## src/rtl/etp_pkg.sv

```systemverilog
// Shared types for the epoch token predictor.
// Assumes: nothing beyond the IEEE 1800-2017 language.
package etp_pkg;
    // Pressure band of the pending total, relative to the two thresholds
    typedef enum logic [1:0] {
        BAND_LOW  = 2'd0,
        BAND_MID  = 2'd1,
        BAND_HIGH = 2'd2
    } band_e;
endpackage

```

## src/rtl/etp_epoch_timer.sv

```systemverilog
// Free-running epoch timer. It raises tick on the last cycle of each epoch.
// Assumes: EPOCH_LEN >= 2, and the count restarts at zero on reset.
module etp_epoch_timer #(
    parameter int EPOCH_LEN = 100
) (
    input  logic clk,
    input  logic rst_n,
    output logic tick
);
    localparam int CNT_W = $clog2(EPOCH_LEN);

    logic [CNT_W-1:0] cnt_q;

    assign tick = (cnt_q == CNT_W'(EPOCH_LEN - 1));

    // Count through one epoch, then wrap
    always_ff @(posedge clk) begin
        if (!rst_n)    cnt_q <= '0;
        else if (tick) cnt_q <= '0;
        else           cnt_q <= cnt_q + 1'b1;
    end
endmodule

```

## src/rtl/etp_field_sum.sv

```systemverilog
// Adds N unsigned fields of W bits, packed side by side, into one total.
// Assumes: SUM_W is wide enough to hold N*(2**W-1).
module etp_field_sum #(
    parameter int N     = 16,
    parameter int W     = 2,
    parameter int SUM_W = 6
) (
    input  logic [N*W-1:0] vec,
    output logic [SUM_W-1:0] sum
);
    // Accumulate every field
    always_comb begin
        sum = '0;
        for (int i = 0; i < N; i++) begin
            sum = sum + SUM_W'(vec[i*W +: W]);
        end
    end
endmodule

```

## src/rtl/etp_pred_table.sv

```systemverilog
// Prediction table with one asynchronous read port and one synchronous write port.
// On reset every entry is loaded with INIT.
// Assumes: at most one write per cycle.
module etp_pred_table #(
    parameter int IDX_W = 6,
    parameter int ENT_W = 4,
    parameter int INIT  = 4
) (
    input  logic             clk,
    input  logic             rst_n,
    input  logic [IDX_W-1:0] rd_idx,
    output logic [ENT_W-1:0] rd_data,
    input  logic             wr_en,
    input  logic [IDX_W-1:0] wr_idx,
    input  logic [ENT_W-1:0] wr_data
);
    localparam int DEPTH = 2 ** IDX_W;

    logic [ENT_W-1:0] ent_q [DEPTH];

    for (genvar g = 0; g < DEPTH; g++) begin : g_ent
        // Each entry loads INIT on reset and otherwise takes a write aimed at it
        always_ff @(posedge clk) begin
            if (!rst_n)
                ent_q[g] <= ENT_W'(INIT);
            else if (wr_en && (wr_idx == IDX_W'(g)))
                ent_q[g] <= wr_data;
        end
    end

    assign rd_data = ent_q[rd_idx];
endmodule

```

## src/rtl/epoch_token_predictor.sv

```systemverilog
// Epoch token predictor.
// On the last cycle of each epoch it samples the station request counts and
// the pending-queue values. It adds each set, then (one cycle later) reads the
// table entry chosen by the previous epoch's request total, picks the result by
// pressure band, trains the table in the outer bands, and registers the clamped
// token count together with a one-cycle done strobe.
// Assumes: the inputs are stable on the boundary cycle.
module epoch_token_predictor
    import etp_pkg::*;
#(
    parameter int N_STN     = 16,
    parameter int STN_W     = 2,
    parameter int N_Q       = 4,
    parameter int Q_W       = 4,
    parameter int ENT_W     = 4,
    parameter int MAX_TOK   = 8,
    parameter int EPOCH_LEN = 100,
    parameter int P_LO      = 16,
    parameter int P_HI      = 32,
    localparam int TOK_W    = $clog2(MAX_TOK + 1)
) (
    input  logic                   clk,
    input  logic                   rst_n,
    input  logic [N_STN*STN_W-1:0] stn_req_cnt,
    input  logic [N_Q*Q_W-1:0]     q_pend,
    output logic [TOK_W-1:0]       token_count,
    output logic                   done
);
    localparam int C_W      = $clog2(N_STN * (2 ** STN_W - 1) + 1);
    localparam int P_W      = $clog2(N_Q * (2 ** Q_W - 1) + 1);
    localparam int ENT_MAX  = 2 ** ENT_W - 1;
    localparam int INIT_TOK = MAX_TOK / 2;

    logic             tick;
    logic [C_W-1:0]   c_sum;
    logic [P_W-1:0]   p_sum;

    // Stage 1: sampled totals
    logic             s1_vld;
    logic [C_W-1:0]   c_cur_q;
    logic [P_W-1:0]   p_q;

    // Stage 2: result and history
    logic [TOK_W-1:0] token_q;
    logic             done_q;
    logic [C_W-1:0]   c_prev_q;
    logic             have_prev_q;

    logic [ENT_W-1:0] ent, ent_dn, ent_up, ent_raw, wr_data;
    logic             wr_en;
    band_e            band;
    logic [TOK_W-1:0] tok_nxt;

    etp_epoch_timer #(.EPOCH_LEN(EPOCH_LEN)) i_timer (
        .clk  (clk),
        .rst_n(rst_n),
        .tick (tick)
    );

    etp_field_sum #(.N(N_STN), .W(STN_W), .SUM_W(C_W)) i_c_sum (
        .vec(stn_req_cnt),
        .sum(c_sum)
    );

    etp_field_sum #(.N(N_Q), .W(Q_W), .SUM_W(P_W)) i_p_sum (
        .vec(q_pend),
        .sum(p_sum)
    );

    etp_pred_table #(.IDX_W(C_W), .ENT_W(ENT_W), .INIT(INIT_TOK)) i_table (
        .clk    (clk),
        .rst_n  (rst_n),
        .rd_idx (c_prev_q),
        .rd_data(ent),
        .wr_en  (wr_en),
        .wr_idx (c_prev_q),
        .wr_data(wr_data)
    );

    // Capture both totals on the epoch boundary
    always_ff @(posedge clk) begin
        if (!rst_n) begin
            s1_vld  <= 1'b0;
            c_cur_q <= '0;
            p_q     <= '0;
        end else begin
            s1_vld <= tick;
            if (tick) begin
                c_cur_q <= c_sum;
                p_q     <= p_sum;
            end
        end
    end

    // Classify the pending total against the two thresholds
    always_comb begin
        if (int'(p_q) < P_LO)       band = BAND_LOW;
        else if (int'(p_q) >= P_HI) band = BAND_HIGH;
        else                        band = BAND_MID;
    end

    // Pick the raw prediction, its clamped token count and the table update
    always_comb begin
        ent_dn = (ent == '0) ? ent : ent - 1'b1;
        ent_up = (ent == ENT_W'(ENT_MAX)) ? ent : ent + 1'b1;
        unique case (band)
            BAND_LOW:  ent_raw = ent_dn;
            BAND_HIGH: ent_raw = ent_up;
            default:   ent_raw = (c_cur_q < c_prev_q) ? ent_dn : ent;
        endcase
        if (!have_prev_q)                tok_nxt = TOK_W'(INIT_TOK);
        else if (int'(ent_raw) < 1)      tok_nxt = TOK_W'(1);
        else if (int'(ent_raw) > MAX_TOK) tok_nxt = TOK_W'(MAX_TOK);
        else                             tok_nxt = TOK_W'(ent_raw);
        wr_en   = s1_vld && have_prev_q && (band != BAND_MID);
        wr_data = (band == BAND_LOW) ? ent_dn : ent_up;
    end

    // Register the result, pulse done, and keep the current total as history
    always_ff @(posedge clk) begin
        if (!rst_n) begin
            token_q     <= TOK_W'(INIT_TOK);
            done_q      <= 1'b0;
            c_prev_q    <= '0;
            have_prev_q <= 1'b0;
        end else begin
            done_q <= s1_vld;
            if (s1_vld) begin
                token_q     <= tok_nxt;
                c_prev_q    <= c_cur_q;
                have_prev_q <= 1'b1;
            end
        end
    end

    assign token_count = token_q;
    assign done        = done_q;
endmodule

```

## config.mk

```make
export PLATFORM = sky130hd
export DESIGN_NAME = epoch_token_predictor
export DESIGN_NICKNAME = d
export VERILOG_FILES = /design/src/rtl/etp_pkg.sv /design/src/rtl/etp_epoch_timer.sv /design/src/rtl/etp_field_sum.sv /design/src/rtl/etp_pred_table.sv /design/src/rtl/epoch_token_predictor.sv
export SDC_FILE = /design/constraint.sdc
export NUM_CORES = 1
export LEC_CHECK = 0
export BUFFER_PORTS_ARGS = -buffer_cell sky130_fd_sc_hd__buf_4
export CORE_ASPECT_RATIO = 2
export CORE_MARGIN = 4
export CORE_UTILIZATION = 35
export CTS_BUF_LIST = sky130_fd_sc_hd__clkbuf_2
export CTS_CLUSTER_SIZE = 28
export DETAILED_ROUTE_END_ITERATION = 7
export PLACE_DENSITY_LB_ADDON = 0.05
export SLEW_MARGIN = 20
export SYNTH_ARGS = -nofsm -noshare
export SYNTH_HDL_FRONTEND = slang
export SYNTH_SLANG_ARGS = --single-unit
```

## constraint.sdc

```tcl
create_clock -name clk -period 11.7 [get_ports clk]
set_input_delay 1.755 -clock clk [delete_from_list [all_inputs] [get_ports clk]]
set_output_delay 1.755 -clock clk [all_outputs]
set_load 0.005 [all_outputs]
```

# Word-level counts from Yosys, hierarchy flattened
# Memories as Yosys holds them, arrays and structs flattened. A register that Yosys moved wholly into a read port is not among the register bits.
# Cells that the tools add are included.
[word_totals]
inputBits = 50
elab_cells = 506
output_inout_bits = 5
n_memories = 1
ff_bits = 32
latch_bits = 0
rom_bits = 0
mem_bits_rw = 256
[mem_list]
columns = ["name", "words", "width", "read_ports", "rd_ports_with_merged_regs", "wr", "line", "source"]
rows = [
  ["i_table.ent_q", 64, 4, 1, 1, 64, "etp_pred_table.sv:19", "logic [ENT_W-1:0] ent_q [DEPTH];"],
]
[classes]
magnitude_cmp = 5
reduce_logical = 70
eq_ne = 67
muxes = 269
bitwise_logic = 65
add_sub_neg = 21
n_mul = 0
shift = 0
div_mod_pow = 0
[ops]
columns = ["cell", "n"]
rows = [
  ["$mux W4", 71],
  ["$mux W1", 193],
  ["$eq A6 B6 Y1 const B", 32],
  ["$eq A6 B5 Y1 const B", 16],
  ["$add A6 B2 Y6", 14],
  ["$logic_and A1 B1 Y1", 66],
  ["$or A1 B1 Y1", 64],
  ["$eq A6 B4 Y1 const B", 8],
  ["$eq A6 B3 Y1 const B", 4],
  ["$add A6 B4 Y6", 2],
  ["$eq A6 B2 Y1 const B", 2],
  ["$mux W6", 2],
  ["$pmux W4 S2", 1],
  ["$add A7 B1 Y7 const B", 1],
  ["$eq A7 B7 Y1 const B", 1],
  ["$eq A6 B1 Y1 const B", 1],
  ["$ge A6 B6 Y1 const B", 1],
  ["$logic_not A6 Y1", 1],
  ["$lt A6 B5 Y1 const B", 1],
  ["$lt A6 B6 Y1", 1],
  ["$add A4 B4 Y5", 1],
  ["$add A4 B1 Y4 const B", 1],
  ["$eq A4 B4 Y1 const B", 1],
  ["$gt A4 B4 Y1 const B", 1],
  ["10 further kinds", 11],
]

# Longest topological paths before layout
# Gate-level depths: netlist of the first run.
[depth]
word_depth = 15
ltp_mapped = 19
mapped_depth_nobuf = 17

# Cells and area by module
# From an unflattened synthesis of the first run, not the netlist that was laid out.
[hier_totals]
hier_cells = 1199
hier_area_um2 = 15203.3
[modules_own_cells]
columns = ["mod", "seq_area_each_um2", "instances", "area_per_inst_um2", "cells_each"]
rows = [
  ["etp_pred_table", 7687.4, 1, 12495.7, 910],
  ["epoch_token_predictor", 420.4, 1, 1219.9, 142],
  ["etp_field_sum (i_c_sum)", 0.0, 1, 817.0, 75],
  ["etp_field_sum (i_p_sum)", 0.0, 1, 366.6, 39],
  ["etp_epoch_timer", 140.1, 1, 304.0, 33],
]

# Least setup slack after synthesis of the first run
# OpenSTA, ideal clock, no wires.
[synth_timing]
path_kind = "input -> register"
startpoint = "input stn_req_cnt[0]"
endpoint = "register c_cur_q[5]"
n_path_buf = 0
setup_slack_ns = 5.702
setup_time_ns = 0.065
stages = 17
arrival_time_ns = 5.933
required_ns = 11.635
cell_sequence = "ha_1 > fa_1 > inv_1 > fa_1 > fa_1 > fa_1 > fa_1 > fa_1 > inv_1 > ha_1 > inv_1 > fa_1 > nor2b_1 > o21ai_0 > nand2_1 > o22ai_1 > nor2_1"
[synth_between]
elab_chain_cells = 15
[synth_rtl]
columns = ["item", "line", "source"]
rows = [
  ["start, declared", "epoch_token_predictor.sv:24", "input logic [N_STN*STN_W-1:0] stn_req_cnt,"],
  ["$add A2 B2 Y3", "etp_field_sum.sv:15", "sum = sum + SUM_W'(vec[i*W +: W]);"],
  ["$add A6 B2 Y6 (14 in a row)", "etp_field_sum.sv:15", ""],
  ["end signal, assigned", "epoch_token_predictor.sv:89", "c_cur_q <= c_sum;"],
  ["end, declared", "epoch_token_predictor.sv:40", "logic [C_W-1:0] c_cur_q;"],
]
# No other way between the ends.
# A chain may end at the register's enable or synchronous reset.

==> impl_metrics.env, run 1 <==
export IMPL_clk_latency_ns=1.00
export IMPL_setup_viol=0
export IMPL_cts_tree="done"
export IMPL_row_count=105
export IMPL_r2r_end="i_table.ent_q[2][0]"
export IMPL_postPlaceCellArea_mm2=0.0156
export IMPL_netlist_area_leader_share_pct=52.4
export IMPL_cap_violations=0
export IMPL_die_h_um=298
export IMPL_cp_slowest_cell="dfxtp_4"
export IMPL_synth_async_reset_ratio_pct=0
export IMPL_synth_seq_cells=290
export IMPL_worst_clock_skew_ns=0.114
export IMPL_wl_per_cell_um=25.8
export IMPL_powerDensity_mw_per_mm2=140
export IMPL_crit_path_start_kind="flop"
export IMPL_core_mm2=0.0413
export IMPL_hpwl_um=33500
export IMPL_grt_pass1_wl_um=70800
export IMPL_final_setup_tns_ns=0
export IMPL_hold_path_class="flop to flop"
export IMPL_area_delta_synth_final_pct=11.5
export IMPL_finalCritPeriodShare_pct=46.8
export IMPL_slew_violations=0
export IMPL_place_inst=1744
export IMPL_outcome="finished clean"
export IMPL_critical_path_max_stage_delay_ns=0.66
export IMPL_end_kind="flop"
export IMPL_holdBufCountCts=0
export IMPL_final_nets=1386
export IMPL_io_pins=55
export IMPL_crit_path_max_fanout=64
export IMPL_syn_avg_cell_area_um2=12.1
export IMPL_rsz0062_at_grt="false"
export IMPL_ctsHtreeMaxLevel=3
export IMPL_dr_total_vias=10200
export IMPL_ys_flop_type="edfxtp_1"
export IMPL_grt_pass1_vias=11000
export IMPL_drt_total_wl_um=48300
export IMPL_cts_made_buffers=68
export IMPL_yosys_area_top_type="edfxtp_1"
export IMPL_multiInputGateArea_mm2=0.00577
export IMPL_path_delay_family="buffers and inverters"
export IMPL_max_freq_mhz=183
export IMPL_grt_ovfl_total=0
export IMPL_antenna_found_initial=1
export IMPL_ctsResizeCount=0
export IMPL_grt_use_total_pct=21.4
export IMPL_clockBufferDepth=3
export IMPL_cts_setup_buffers=0
export IMPL_relSlewSlack_pct=21.1
export IMPL_ir_drop_mv=0.0986
export IMPL_clkTransAtPathRegs_ns=0.12
export IMPL_fillCellCount=4120
export IMPL_design_area_mm2=0.0164
export IMPL_place_congestion=0.811
export IMPL_worstSetupEndpoint="i_table.ent_q[2][0]"
export IMPL_numPortBuffers=54
export IMPL_die_w_um=153
export IMPL_postSynthCellCount=1216
export IMPL_drive_gt1_share_pct=21.0
export IMPL_synth_edf_count=256
export IMPL_ys_seq_area_share_pct=57.0
export IMPL_drt_first_iter_violations=798
export IMPL_cts_root_buf="clkbuf_2"
export IMPL_path_class="flop to flop"
export IMPL_leakage_nw=5.67
export IMPL_start_util_pct=35.6
export IMPL_fin_crit_ns=5.47
export IMPL_instances_no_fill=1869
export IMPL_cts_sinks=290
export IMPL_synth_warnings=0
export IMPL_path_cells="buf_4 > mux4_2 > mux4_2 > o21ai_0 > o32a_2 > ha_1 > nand3_1 > or3_1 > o21ai_0 > xnor2_2 > buf_4 > nor2_1"
export IMPL_hold_viol=0
export IMPL_register_area_mm2=0.00838
export IMPL_path_depth=12
export IMPL_drcViolationCount=0
export IMPL_ys_types=62
export IMPL_ys_top_cells_by_area="edfxtp_1 (52%), mux4_2 (10%), nor2_1 (6.3%)"
export IMPL_cp_num_buf_inv=2
export IMPL_drt_pass1_iter_count=7
export IMPL_synth_fp_nets=1323
export IMPL_ant_nets=0
export IMPL_arrival_ns=6.12
export IMPL_worstPathRequired_ns=12.35
export IMPL_syn_area_mm2=0.0147
export IMPL_drt_vias_per_instance=5.44
export IMPL_dieArea_mm2=0.0455
export IMPL_r2r_setup_slack_ns=6.23
export IMPL_rr_worst_depth=12
export IMPL_grt_max_degree=69
export IMPL_worst_slew_pin_slew_ns=1.18
==> registers in the layout (all words and copies together), names as in the netlist, named ones only <==
register       cells
c_cur_q            6
c_prev_q           6
done               1
have_prev_q        1
i_table.ent_q    256
i_timer.cnt_q      7
p_q                2
s1_vld             1
token_count        4
==> report_power, final <==
group	total, mW	internal [mW]	switching (mW)
clock	0.785	0.347	0.438
combinational	0.349	0.155	0.194
sequential	1.15	1.14	0.00827
==> layout by cell type (no fill, tap or decap), types with 4 or more instances in the layout <==
master     netlist  final
xnor2_1          9      8
a21oi_1          9      9
ha_1            24     24
mux2i_1         25     25
edfxtp_1       256    256
bufinv_16        0      5
nor3_2           0      4
o21ai_0         70     70
nor3_1          10      5
a31oi_1          7      7
inv_1           65     65
nand2b_1         5      5
nor2_1         247    242
a22oi_1          6      6
fa_1            33     33
nand3_1         85     85
nor2_2           0      5
mux4_2          66     66
and2_1           5      5
dfxtp_1         34     31
clkinv_1         1     10
buf_4            6     75
a21o_1           8      8
nor2b_1         11     11
nand2_1        105    105
clkbuf_2         0    104
==> Yosys cell counts, drive strengths merged (8+ instances only) <==
cell type,instances
a21oi,9
a21o,8
ha,24
nor2b,11
nand2,105
xnor2,9
nand3,85
inv,66
nor3,10
mux2i,26
clkbuf,46
nor2,247
dfxtp,34
mux4,66
o21ai,71
edfxtp,256
buf,36
fa,33
==> worst min path at each step <==
| stage | from | to | cells after the start |
|---|---|---|---|
| 3_3_place_gp | i_timer.cnt_q[0] | i_timer.cnt_q[0] | 1 |
| 6_report | i_timer.cnt_q[0] | i_timer.cnt_q[0] | 1 |
| 5_1_grt | i_timer.cnt_q[0] | i_timer.cnt_q[0] | 1 |
| 3_5_place_dp | i_timer.cnt_q[0] | i_timer.cnt_q[0] | 1 |
| 4_1_cts | i_timer.cnt_q[0] | i_timer.cnt_q[0] | 1 |
| 2_1_floorplan | i_timer.cnt_q[0] | i_timer.cnt_q[0] | 1 |
==> cells by family after synthesis <==
kind of cell	synth area share (%)
compound gates	5.51
xor+xnor	0.716
fa+ha+maj	6.55
buf+inv	4.24
flops	57.0
mux	12.1
simple gates	13.9
==> through the flow <==
| step | total power [mW] | hold slack [ns] | setup slack [ns] | util, % |
|---|---|---|---|---|
| after CTS | 2.33 | 0.454 | 6.19 | 39.7 |
| after floorplan | 1.43 | 0.413 | 5.70 | - |
| after global routing | 2.41 | 0.486 | 5.97 | 39.7 |
| final | 2.29 | 0.451 | 6.23 | 39.7 |
| after detailed placement | 1.54 | 0.434 | 5.36 | 37.9 |
| after global placement | 1.53 | 0.426 | 5.36 | 37.9 |
==> final cells by class <==
cell class                      instances  share of cell area, %
Antenna cell                            1                 0.0153
Clock buffer                          104                   3.18
Clock inverter                         20                   1.31
Inverter                               67                   1.54
Multi-Input combinational cell        777                   35.2
Sequential cell                       290                   51.2
Tap cell                              535                   4.09
Timing Repair Buffer                   75                   3.44
==> per-layer routing <==
metal / vias up / track usage [%] / share of wire, % / wire (um)
met5: - / 0 / 0 / 0
met3: 116 / 3.52 / 4.7 / 2280
met2: 398 / 41.7 / 57 / 27800
met1: 5112 / 21.4 / 33 / 15800
met4: 0 / 10.6 / 5.1 / 2460
li1: 4545 / - / - / -
Power figures use the tool's default switching activity.
==> run 2, diff against run 1 <==
- clock period: 11.7 -> 5 ns (I/O delays scaled with it)
==> run 2 against run 1 <==
  * Via count rose by 0.37%
  * Critical path depth rose by 6
  * Routed wire length grew 0.95%
  * Sequential share of layout area is 0.34 points lower
  * Critical path type is now input pin to flop
  * Worst hold slack lost 0.14 ns
  * Final area up 0.67%
  * Die area unchanged
  * Core utilization is 0.26 points higher
  * Non-clock buffer count increased by 12
  * Clock skew is 0.029 ns lower
  * Combinational power grew to 2.6 times the previous value
==> impl_metrics.env, run 2 (synthesis gave the netlist of run 1 again) <==
export IMPL_cap_violations=0
export IMPL_max_freq_mhz=227
export IMPL_ant_nets=0
export IMPL_final_common_cell="edfxtp_1"
export IMPL_drt_vias_per_instance=5.43
export IMPL_area_delta_synth_final_pct=12.2
export IMPL_start_util_pct=35.6
export IMPL_r2r_end="i_table.ent_q[48][0]"
export IMPL_numPortBuffers=54
export IMPL_largest_register="i_table.ent_q"
export IMPL_grt_pass1_vias=11100
export IMPL_drt_first_iter_violations=661
export IMPL_finalHoldWorstSlack_ns=0.315
export IMPL_row_count=105
export IMPL_antenna_found_initial=1
export IMPL_worstPathRequired_ns=5.83
export IMPL_clockBufferDepth=3
export IMPL_cts_made_buffers=70
export IMPL_cts_sinks=290
export IMPL_rsz0062_at_grt="false"
export IMPL_drcViolationCount=0
export IMPL_final_cell_mix="edfxtp_1 (256), nor2_1 (242), nand2_1 (105), clkbuf_2 (105), nand3_1 (85)"
export IMPL_cts_root_buf="clkbuf_2"
export IMPL_largest_reg_flops=256
export IMPL_leakage_nw=5.72
export IMPL_wl_per_cell_um=25.9
export IMPL_worst_clock_skew_ns=0.0852
export IMPL_drt_total_wl_um=48700
export IMPL_core_mm2=0.0413
export IMPL_crit_path_max_fanout=2
export IMPL_setup_viol=0
export IMPL_outcome="finished clean"
export IMPL_end_kind="flop"
export IMPL_arrival_ns=5.24
export IMPL_clk_latency_ns=0.95
export IMPL_place_congestion=0.807
export IMPL_io_pins=55
export IMPL_hpwl_um=34300
export IMPL_relSlewSlack_pct=21.8
export IMPL_ctsResizeCount=0
export IMPL_final_setup_tns_ns=0
export IMPL_final_nets=1400
export IMPL_grt_pass1_wl_um=72400
export IMPL_startpoint="stn_req_cnt[0]"
export IMPL_grt_ovfl_total=0
export IMPL_die_w_um=153
export IMPL_clkTransAtPathRegs_ns=0.10
export IMPL_reg_top3="i_table.ent_q: 256 flops, i_timer.cnt_q: 7 flops"
export IMPL_cts_tree="done"
export IMPL_dr_total_vias=10200
export IMPL_hold_path_class="input pin to flop"
export IMPL_fin_crit_ns=4.41
export IMPL_hold_viol=0
export IMPL_worst_slew_pin_slew_ns=1.17
export IMPL_crit_path_start_kind="input pin"
export IMPL_powerDensity_mw_per_mm2=319
export IMPL_totalPowerFinal_mw=5.26
export IMPL_grt_use_total_pct=21.6
export IMPL_finalWorstSetupSlack_ns=0.594
export IMPL_drive_gt1_share_pct=21.3
export IMPL_path_class="input pin to flop"
export IMPL_place_inst=1756
export IMPL_r2r_setup_slack_ns=0.74
export IMPL_holdBufCountCts=0
export IMPL_instances_no_fill=1881
export IMPL_slew_violations=0
export IMPL_grt_max_degree=69
export IMPL_pre_cts_slack_ns=-0.371
export IMPL_ctsHtreeMaxLevel=3
export IMPL_cts_setup_buffers=0
export IMPL_worstSetupEndpoint="c_cur_q[5]"
export IMPL_dieArea_mm2=0.0455
export IMPL_ir_drop_mv=0.287
export IMPL_finalCritPeriodShare_pct=88.1
export IMPL_drt_pass1_iter_count=5
export IMPL_rr_worst_depth=12
export IMPL_die_h_um=298
## run 2: changes by cell type in the layout (fill, tap and decap cells not counted)
| cell | before | now |
|---|---|---|
| nor2_4 | 0 | 2 |
| clkinv_4 | 1 | 0 |
| bufinv_16 | 5 | 2 |
| clkinv_1 | 10 | 16 |
| nor2_2 | 5 | 3 |
| nor3_4 | 1 | 0 |
| buf_12 | 0 | 8 |
| buf_4 | 75 | 79 |
| nor3_2 | 4 | 5 |
| clkinv_2 | 3 | 1 |
| clkbuf_2 | 104 | 105 |
| inv_2 | 3 | 2 |
## run 2: how the worst min path moves through the flow
stage,depth (start not counted),slack [ns],from,endpoint
floorplan,1,0.41,i_timer.cnt_q[0],i_timer.cnt_q[0]
global placement,1,0.44,i_timer.cnt_q[0],i_timer.cnt_q[0]
detailed placement,1,0.45,i_timer.cnt_q[0],i_timer.cnt_q[0]
CTS,4,0.22,stn_req_cnt[11],c_cur_q[0]
global route,4,0.26,stn_req_cnt[10],c_cur_q[0]
finish,4,0.32,stn_req_cnt[11],c_cur_q[0]
## run 2: metal layers
layer  share of wire, %  routed length, um  vias to the layer above  GRT usage, %
li1                   -                  -                     4557             -
met5                  0                  0                        -             0
met3                4.1               2010                      120          3.42
met1                 34              16400                     5194          22.1
met4                4.9               2390                        0          10.6
met2                 57              28000                      338          41.7
## run 2: report_power, final
| group | switching, mW | internal [mW] | leakage, nW |
|---|---|---|---|
| clock network | 1.01 | 0.657 | 0.496 |
| logic | 0.476 | 0.425 | 2.53 |
| registers | 0.0190 | 2.68 | 2.69 |
## run 2: final cells by class
cell class                 instances  area [um2]
sequential                       290        8380
antenna                            1        2.50
fill                            4157       24800
clock inverter                    19         125
tap                              535         669
timing repair buffer              87         753
clock buffer                     105         526
inverter                          67         251
multi-input combinational        777        5770
## run 2: per-stage QoR
step	utilization, %	cell area, um2
final	39.9	16500
after global routing	39.9	16500
after global placement	38.4	15800
after detailed placement	38.4	15800
after CTS	39.9	16500
after floorplan	-	14700
## run 2: worst max-delay path: stages
cell,delay (ns)
buf_4,0.11
ha_1,0.19
fa_1,0.48
inv_1,0.05
fa_1,0.47
fa_1,0.52
fa_1,0.56
fa_1,0.53
fa_1,0.48
inv_1,0.06
ha_1,0.16
inv_1,0.05
fa_1,0.40
nor2b_1,0.12
o21ai_0,0.08
nand2_1,0.07
o22ai_1,0.07
nor2_1,0.09
